<file path="src/rtl/acpi_pm_pkg.sv">
package acpi_pm_pkg;
  localparam int unsigned DW = 16;

  localparam logic [DW-1:0] STS_CLR_MASK = 16'h8710;
  localparam logic [DW-1:0] SCI_SRC_MASK = 16'h0721;
  localparam logic [DW-1:0] EN_WR_MASK   = 16'h0120;
  localparam logic [DW-1:0] CTRL_WR_MASK = 16'h1FFC;

  localparam int unsigned PWRBTN_BIT  = 8;
  localparam int unsigned SCIEN_BIT   = 0;
  localparam int unsigned SLPEN_BIT   = 13;
  localparam int unsigned SLPTYP_LSB  = 10;
  localparam logic [2:0]  SLPTYP_OFF  = 3'd5;

  localparam logic [2:0] SIZE_WORD = 3'd2;
  localparam logic [2:0] SIZE_BYTE = 3'd1;

  typedef enum logic [2:0] {
    SEL_NONE,
    SEL_STS,
    SEL_EN,
    SEL_CTRL,
    SEL_CMD
  } reg_sel_e;
endpackage

</file>
<file path="src/rtl/acpi_pm_decode.sv">
module acpi_pm_decode
  import acpi_pm_pkg::*;
#(
  parameter int unsigned ADDR_W   = 8,
  parameter logic [ADDR_W-1:0] EVT_BASE  = 8'h00,
  parameter logic [ADDR_W-1:0] CTRL_ADDR = 8'h04,
  parameter logic [ADDR_W-1:0] CMD_ADDR  = 8'h06
) (
  input  logic              clk_i,
  input  logic              rst_ni,
  input  logic [ADDR_W-1:0] addr_i,
  input  logic              wr_i,
  input  logic              rd_i,
  input  logic [2:0]        size_i,
  output reg_sel_e          sel_o,
  output logic              ok_o,
  output logic              err_o
);
  localparam logic [ADDR_W-1:0] EN_ADDR = EVT_BASE + ADDR_W'(2);

  reg_sel_e sel;
  logic     size_ok;
  logic     bad_q;

  always_comb begin
    sel = SEL_NONE;
    if (addr_i == EVT_BASE)       sel = SEL_STS;
    else if (addr_i == EN_ADDR)   sel = SEL_EN;
    else if (addr_i == CTRL_ADDR) sel = SEL_CTRL;
    else if (addr_i == CMD_ADDR)  sel = SEL_CMD;
  end

  always_comb begin
    unique case (sel)
      SEL_STS, SEL_EN, SEL_CTRL: size_ok = (size_i == SIZE_WORD);
      SEL_CMD:                   size_ok = (size_i == SIZE_BYTE);
      default:                   size_ok = 1'b0;
    endcase
  end

  always_ff @(posedge clk_i or negedge rst_ni) begin
    if (!rst_ni) bad_q <= 1'b0;
    else         bad_q <= (wr_i | rd_i) & (sel != SEL_NONE) & ~size_ok;
  end

  assign sel_o = sel;
  assign ok_o  = size_ok;
  assign err_o = bad_q;
endmodule

</file>
<file path="src/rtl/acpi_pm_event.sv">
module acpi_pm_event
  import acpi_pm_pkg::*;
(
  input  logic          clk_i,
  input  logic          rst_ni,
  input  logic          sts_we_i,
  input  logic          en_we_i,
  input  logic [DW-1:0] wdata_i,
  input  logic          pwrbtn_evt_i,
  input  logic          sci_en_i,
  output logic [DW-1:0] sts_o,
  output logic [DW-1:0] en_o,
  output logic          sci_o
);
  logic          set_pwrbtn;
  logic [DW-1:0] en_q;
  logic          sci_q;

  assign set_pwrbtn = pwrbtn_evt_i & sci_en_i;

  for (genvar b = 0; b < DW; b++) begin : g_sts
    localparam bit HAS_SET = (b == PWRBTN_BIT);
    logic set_b;
    logic q_b;
    assign set_b = HAS_SET ? set_pwrbtn : 1'b0;
    // set has priority over a same-cycle clear
    always_ff @(posedge clk_i or negedge rst_ni) begin
      if (!rst_ni)                                   q_b <= 1'b0;
      else if (set_b)                                q_b <= 1'b1;
      else if (sts_we_i && STS_CLR_MASK[b] && wdata_i[b]) q_b <= 1'b0;
    end
    assign sts_o[b] = q_b;
  end

  always_ff @(posedge clk_i or negedge rst_ni) begin
    if (!rst_ni)      en_q <= '0;
    else if (en_we_i) en_q <= wdata_i & EN_WR_MASK;
  end

  always_ff @(posedge clk_i or negedge rst_ni) begin
    if (!rst_ni) sci_q <= 1'b0;
    else         sci_q <= |(sts_o & en_q & SCI_SRC_MASK);
  end

  assign en_o  = en_q;
  assign sci_o = sci_q;
endmodule

</file>
<file path="src/rtl/acpi_pm_ctrl.sv">
module acpi_pm_ctrl
  import acpi_pm_pkg::*;
#(
  parameter logic [7:0] ON_CODE  = 8'hA0,
  parameter logic [7:0] OFF_CODE = 8'hA1
) (
  input  logic          clk_i,
  input  logic          rst_ni,
  input  logic          ctrl_we_i,
  input  logic          cmd_we_i,
  input  logic [DW-1:0] wdata_i,
  output logic [DW-1:0] ctrl_o,
  output logic          pwroff_o
);
  logic [DW-1:0] ctrl_q;
  logic          pwroff_q;
  logic          slp_req;

  assign slp_req = wdata_i[SLPEN_BIT] &&
                   (wdata_i[SLPTYP_LSB +: 3] == SLPTYP_OFF);

  always_ff @(posedge clk_i or negedge rst_ni) begin
    if (!rst_ni) begin
      ctrl_q <= '0;
    end else if (ctrl_we_i) begin
      ctrl_q <= (wdata_i & CTRL_WR_MASK) | (ctrl_q & (DW'(1) << SCIEN_BIT));
    end else if (cmd_we_i) begin
      if (wdata_i[7:0] == ON_CODE)       ctrl_q[SCIEN_BIT] <= 1'b1;
      else if (wdata_i[7:0] == OFF_CODE) ctrl_q[SCIEN_BIT] <= 1'b0;
    end
  end

  always_ff @(posedge clk_i or negedge rst_ni) begin
    if (!rst_ni) pwroff_q <= 1'b0;
    else         pwroff_q <= ctrl_we_i & slp_req;
  end

  assign ctrl_o   = ctrl_q;
  assign pwroff_o = pwroff_q;
endmodule

</file>
<file path="src/rtl/acpi_pm_regs.sv">
module acpi_pm_regs
  import acpi_pm_pkg::*;
#(
  parameter int unsigned ADDR_W   = 8,
  parameter logic [ADDR_W-1:0] EVT_BASE  = 8'h00,
  parameter logic [ADDR_W-1:0] CTRL_ADDR = 8'h04,
  parameter logic [ADDR_W-1:0] CMD_ADDR  = 8'h06,
  parameter logic [7:0] ON_CODE  = 8'hA0,
  parameter logic [7:0] OFF_CODE = 8'hA1
) (
  input  logic              clk_i,
  input  logic              rst_ni,
  input  logic [ADDR_W-1:0] addr_i,
  input  logic              wr_i,
  input  logic              rd_i,
  input  logic [2:0]        size_i,
  input  logic [15:0]       wdata_i,
  output logic [15:0]       rdata_o,
  input  logic              pwrbtn_evt_i,
  output logic              sci_o,
  output logic              pwroff_o,
  output logic              err_o
);
  reg_sel_e      sel;
  logic          acc_ok;
  logic          wr_ok;
  logic [DW-1:0] sts_w;
  logic [DW-1:0] en_w;
  logic [DW-1:0] ctrl_w;

  acpi_pm_decode #(
    .ADDR_W(ADDR_W), .EVT_BASE(EVT_BASE),
    .CTRL_ADDR(CTRL_ADDR), .CMD_ADDR(CMD_ADDR)
  ) u_dec (
    .clk_i(clk_i), .rst_ni(rst_ni), .addr_i(addr_i),
    .wr_i(wr_i), .rd_i(rd_i), .size_i(size_i),
    .sel_o(sel), .ok_o(acc_ok), .err_o(err_o)
  );

  assign wr_ok = wr_i & acc_ok;

  acpi_pm_event u_evt (
    .clk_i(clk_i), .rst_ni(rst_ni),
    .sts_we_i(wr_ok && sel == SEL_STS),
    .en_we_i(wr_ok && sel == SEL_EN),
    .wdata_i(wdata_i), .pwrbtn_evt_i(pwrbtn_evt_i),
    .sci_en_i(ctrl_w[SCIEN_BIT]),
    .sts_o(sts_w), .en_o(en_w), .sci_o(sci_o)
  );

  acpi_pm_ctrl #(.ON_CODE(ON_CODE), .OFF_CODE(OFF_CODE)) u_ctl (
    .clk_i(clk_i), .rst_ni(rst_ni),
    .ctrl_we_i(wr_ok && sel == SEL_CTRL),
    .cmd_we_i(wr_ok && sel == SEL_CMD),
    .wdata_i(wdata_i), .ctrl_o(ctrl_w), .pwroff_o(pwroff_o)
  );

  always_comb begin
    rdata_o = '0;
    if (rd_i && acc_ok) begin
      unique case (sel)
        SEL_STS:  rdata_o = sts_w;
        SEL_EN:   rdata_o = en_w;
        SEL_CTRL: rdata_o = ctrl_w;
        default:  rdata_o = '0;
      endcase
    end
  end
endmodule

</file>
<file path="config.mk">
export PLATFORM = sky130hd
export DESIGN_NAME = acpi_pm_regs
export DESIGN_NICKNAME = d
export VERILOG_FILES = /design/src/rtl/acpi_pm_pkg.sv /design/src/rtl/acpi_pm_decode.sv /design/src/rtl/acpi_pm_event.sv /design/src/rtl/acpi_pm_ctrl.sv /design/src/rtl/acpi_pm_regs.sv
export SDC_FILE = /design/constraint.sdc
export NUM_CORES = 1
export LEC_CHECK = 0
export ABC_AREA = 1
export BUFFER_PORTS_ARGS = -buffer_cell sky130_fd_sc_hd__buf_2
export CELL_PAD_IN_SITES_DETAIL_PLACEMENT = 0
export CELL_PAD_IN_SITES_GLOBAL_PLACEMENT = 2
export CORE_MARGIN = 3
export CORE_UTILIZATION = 21
export CTS_CLUSTER_SIZE = 40
export DETAILED_ROUTE_END_ITERATION = 6
export GPL_TIMING_DRIVEN = 0
export PLACE_DENSITY = 0.85
export SYNTH_ARGS = -nofsm -noshare
export SYNTH_HDL_FRONTEND = slang
export SYNTH_SLANG_ARGS = --single-unit
</file>
<file path="constraint.sdc">
create_clock -name clk_i -period 1.1 [get_ports clk_i]
set_input_delay 0.11 -clock clk_i [delete_from_list [all_inputs] [get_ports clk_i]]
set_output_delay 0.11 -clock clk_i [all_outputs]
set_load 0.005 [all_outputs]
</file>
==> flow_summary.ini <==
[status]
status = finished, violations left
violations = negative setup slack

[setup_path]
cp_data_required_time_ns = 0.99
worstPathArrival_ns = 1.35
crit_type = input port to primary output
critPathMaxFanout = 6
critPathLaunchType = input port
cp-end-kind = primary output

[drt]
wl_per_cell_um = 11.9
antenna_left = 0
drc = 0
finalWirelength_um = 3560
drt_pass1_iterations = 4
avgViaCountPerCell = 4.21
detailroute.via_count = 1260
drtIter0Drc = 38

[layout]
fin_area_mm2 = 0.00194
final_core_util_pct = 37.7
final_common_cell = buf_2
drive_above_1_share_pct = 52.8
multi_input_area_um2 = 754
fin_nets = 262
fillers = 578
most-common-layout-cells = buf_2, nand2_1, dfrtp_1
regArea_um2 = 450
areaGrowthSynthToFinish_pct = 71.9
antenna_cells = 0

[global_route]
grt_overflow = 0
antenna_found_initial = 0
grt_pass1_wl_um = 5870
grt_pass1_vias = 1254
gr-usage-all-layers_pct = 12.2
grt_max_degree = 19

[cts]
path_clk_slew_ns = 0.08
cts-root-buf = clkbuf_8
cts_tree = built
cts_sinks = 18
cts_buffers = 3
clk-insertion-delay-late_ns = 0.26
h-tree-depth = 1
cts_buffer_depth = 2

[die]
die_y_um = 79.3
die_area_mm2 = 0.00628
core_area_mm2 = 0.00514
initial_utilization_pct = 21.9
fp.dieW_um = 79.3
ios = 51
rows = 26

[placed_design]
gp_congestion = 0.793
io_buffer_count = 43
place_area_mm2 = 0.00156
dpl_worst_slack_ns = -0.470
dp_hpwl_um = 2510

[power]
vdd_drop_max_uv = 323
leakagePower_nw = 0.965
power.density_mw_per_mm2 = 729
finalPower_mw = 1.41

[synthesis]
synth.avg_cell_area_um2 = 6.96
yosysWarnings = 0
ys_ff_latch = 18
synth.distinct_cells = 25
yosysSeqAreaShare_pct = 40.0
synthCells = 162
synth_area_mm2 = 0.00113

[sta]
final_hold_viol_count = 0
fin_crit_ns = 1.46
fin_ws_ns = -0.363
fmax_mhz = 683
setup_viol = 28
timing.final.crit_share_pct = 133
rsz0062_at_grt = true
drv_slew = 0
clock_skew_ns = 0.00628
holdWs_ns = 0.0701

[flow_run]
drv_cap = 0

[worst_hold_path]
min_path_type = input port to flip-flop
cell type report:
type                            count  area share, %
Sequential cell                    18           23.2
Buffer                             11           5.49
Multi-Input combinational cell    119           38.9
Timing Repair Buffer               59           20.5
Tap cell                           70           4.52
Clock buffer                        4           2.84
Inverter                           18           4.52
path summary, 6_finish.rpt:
| kind | slack [ns] | cells past startpoint | from | endpoint |
|---|---|---|---|---|
| hold reg to reg | 0.48 | 2 | u_ctl.ctrl_o[11]$_DFFE_PN0P_ | u_ctl.ctrl_o[11]$_DFFE_PN0P_ |
| min in group asynchronous | 0.31 | 2 | rst_ni | u_ctl.ctrl_o[4]$_DFFE_PN0P_ |
| setup / recovery | -0.36 | 12 | addr_i[7] | rdata_o[8] |
| setup reg to reg | 0.45 | 2 | u_evt.g_sts[8].q_b$_DFFE_PN0P_ | u_evt.sci_o$_DFF_PN0_ |
| hold / removal | 0.07 | 3 | pwrbtn_evt_i | u_evt.g_sts[8].q_b$_DFFE_PN0P_ |
| max in group asynchronous | 0.49 | 2 | rst_ni | u_ctl.ctrl_o[8]$_DFFE_PN0P_ |
layer usage:
| layer | track usage (%) | routed length, µm |
|---|---|---|
| met1 | 14.4 | 1470 |
| met2 | 22.0 | 1900 |
| met3 | 1.36 | 132 |
| met4 | 5.50 | 61 |
| met5 | 0 | 0 |
kinds of logic (layout without fill, tap and decap cells):
group | count (synthesis) | in the layout | synth area share (%)
AOI/OAI and AO/OA | 4 | 4 | 2.77
buffers and inverters | 29 | 92 | 13.8
DFF | 18 | 18 | 40.0
other | 1 | 4 | 0.333
and+or+nand+nor | 110 | 111 | 43.2
where the power goes:
part / switching, mW / internal (mW) / leakage (nW)
sequential: 0.000137 / 0.662 / 0.252
clock: 0.243 / 0.319 / 0.0288
combinational: 0.103 / 0.0854 / 0.684
total: 0.347 / 1.07 / 0.965
stage by stage:
| stage | TNS (ns) | cells |
|---|---|---|
| after global routing | -10.34 | 299 |
| final | -7.36 | 299 |
| after CTS | -7.09 | 299 |
| after global placement | -10.74 | 278 |
| after detailed placement | -10.97 | 278 |
| after floorplan | -0.553 | 165 |
sequential cells by signal (all words and copies together), names as in the netlist:
register         flops
u_evt.en_o           2
u_evt.g_sts.q_b      1
u_dec.err_o          1
u_evt.sci_o          1
u_ctl.ctrl_o        12
u_ctl.pwroff_o       1
cell usage after synthesis, drive strengths merged:
library cell / number / area share (%)
a21oi: 1 / 0.44
a22o: 1 / 0.78
buf: 10 / 7.4
clkbuf: 1 / 0.33
clkinv: 1 / 0.33
conb: 1 / 0.33
dfrtp: 18 / 40
inv: 17 / 5.7
nand2: 58 / 20
nand3: 9 / 4.4
nand3b: 1 / 0.67
nand4: 14 / 7.8
nor2: 26 / 9.5
nor3: 1 / 0.44
o221ai: 1 / 0.78
o2bb2ai: 1 / 0.78
or2: 1 / 0.56
what timing repair did:
action,CTS,global route
endpoints found under the setup margin,28,28
hold endpoints to repair,18,0
resized for setup,30,20
gates cloned,2,0
buffers inserted,27,3
pin swaps,19,11
hold buffers,1,0
critical path, stage by stage:
cell,delay (ns)
buf_8,0.11
inv_12,0.04
nand2_4,0.04
nor2_4,0.17
nand2_2,0.10
nand2_2,0.09
nand3_4,0.08
nor2_4,0.14
buf_12,0.15
nand3_4,0.09
nor2_2,0.11
buf_2,0.12
(Power assumes the default switching activity.)
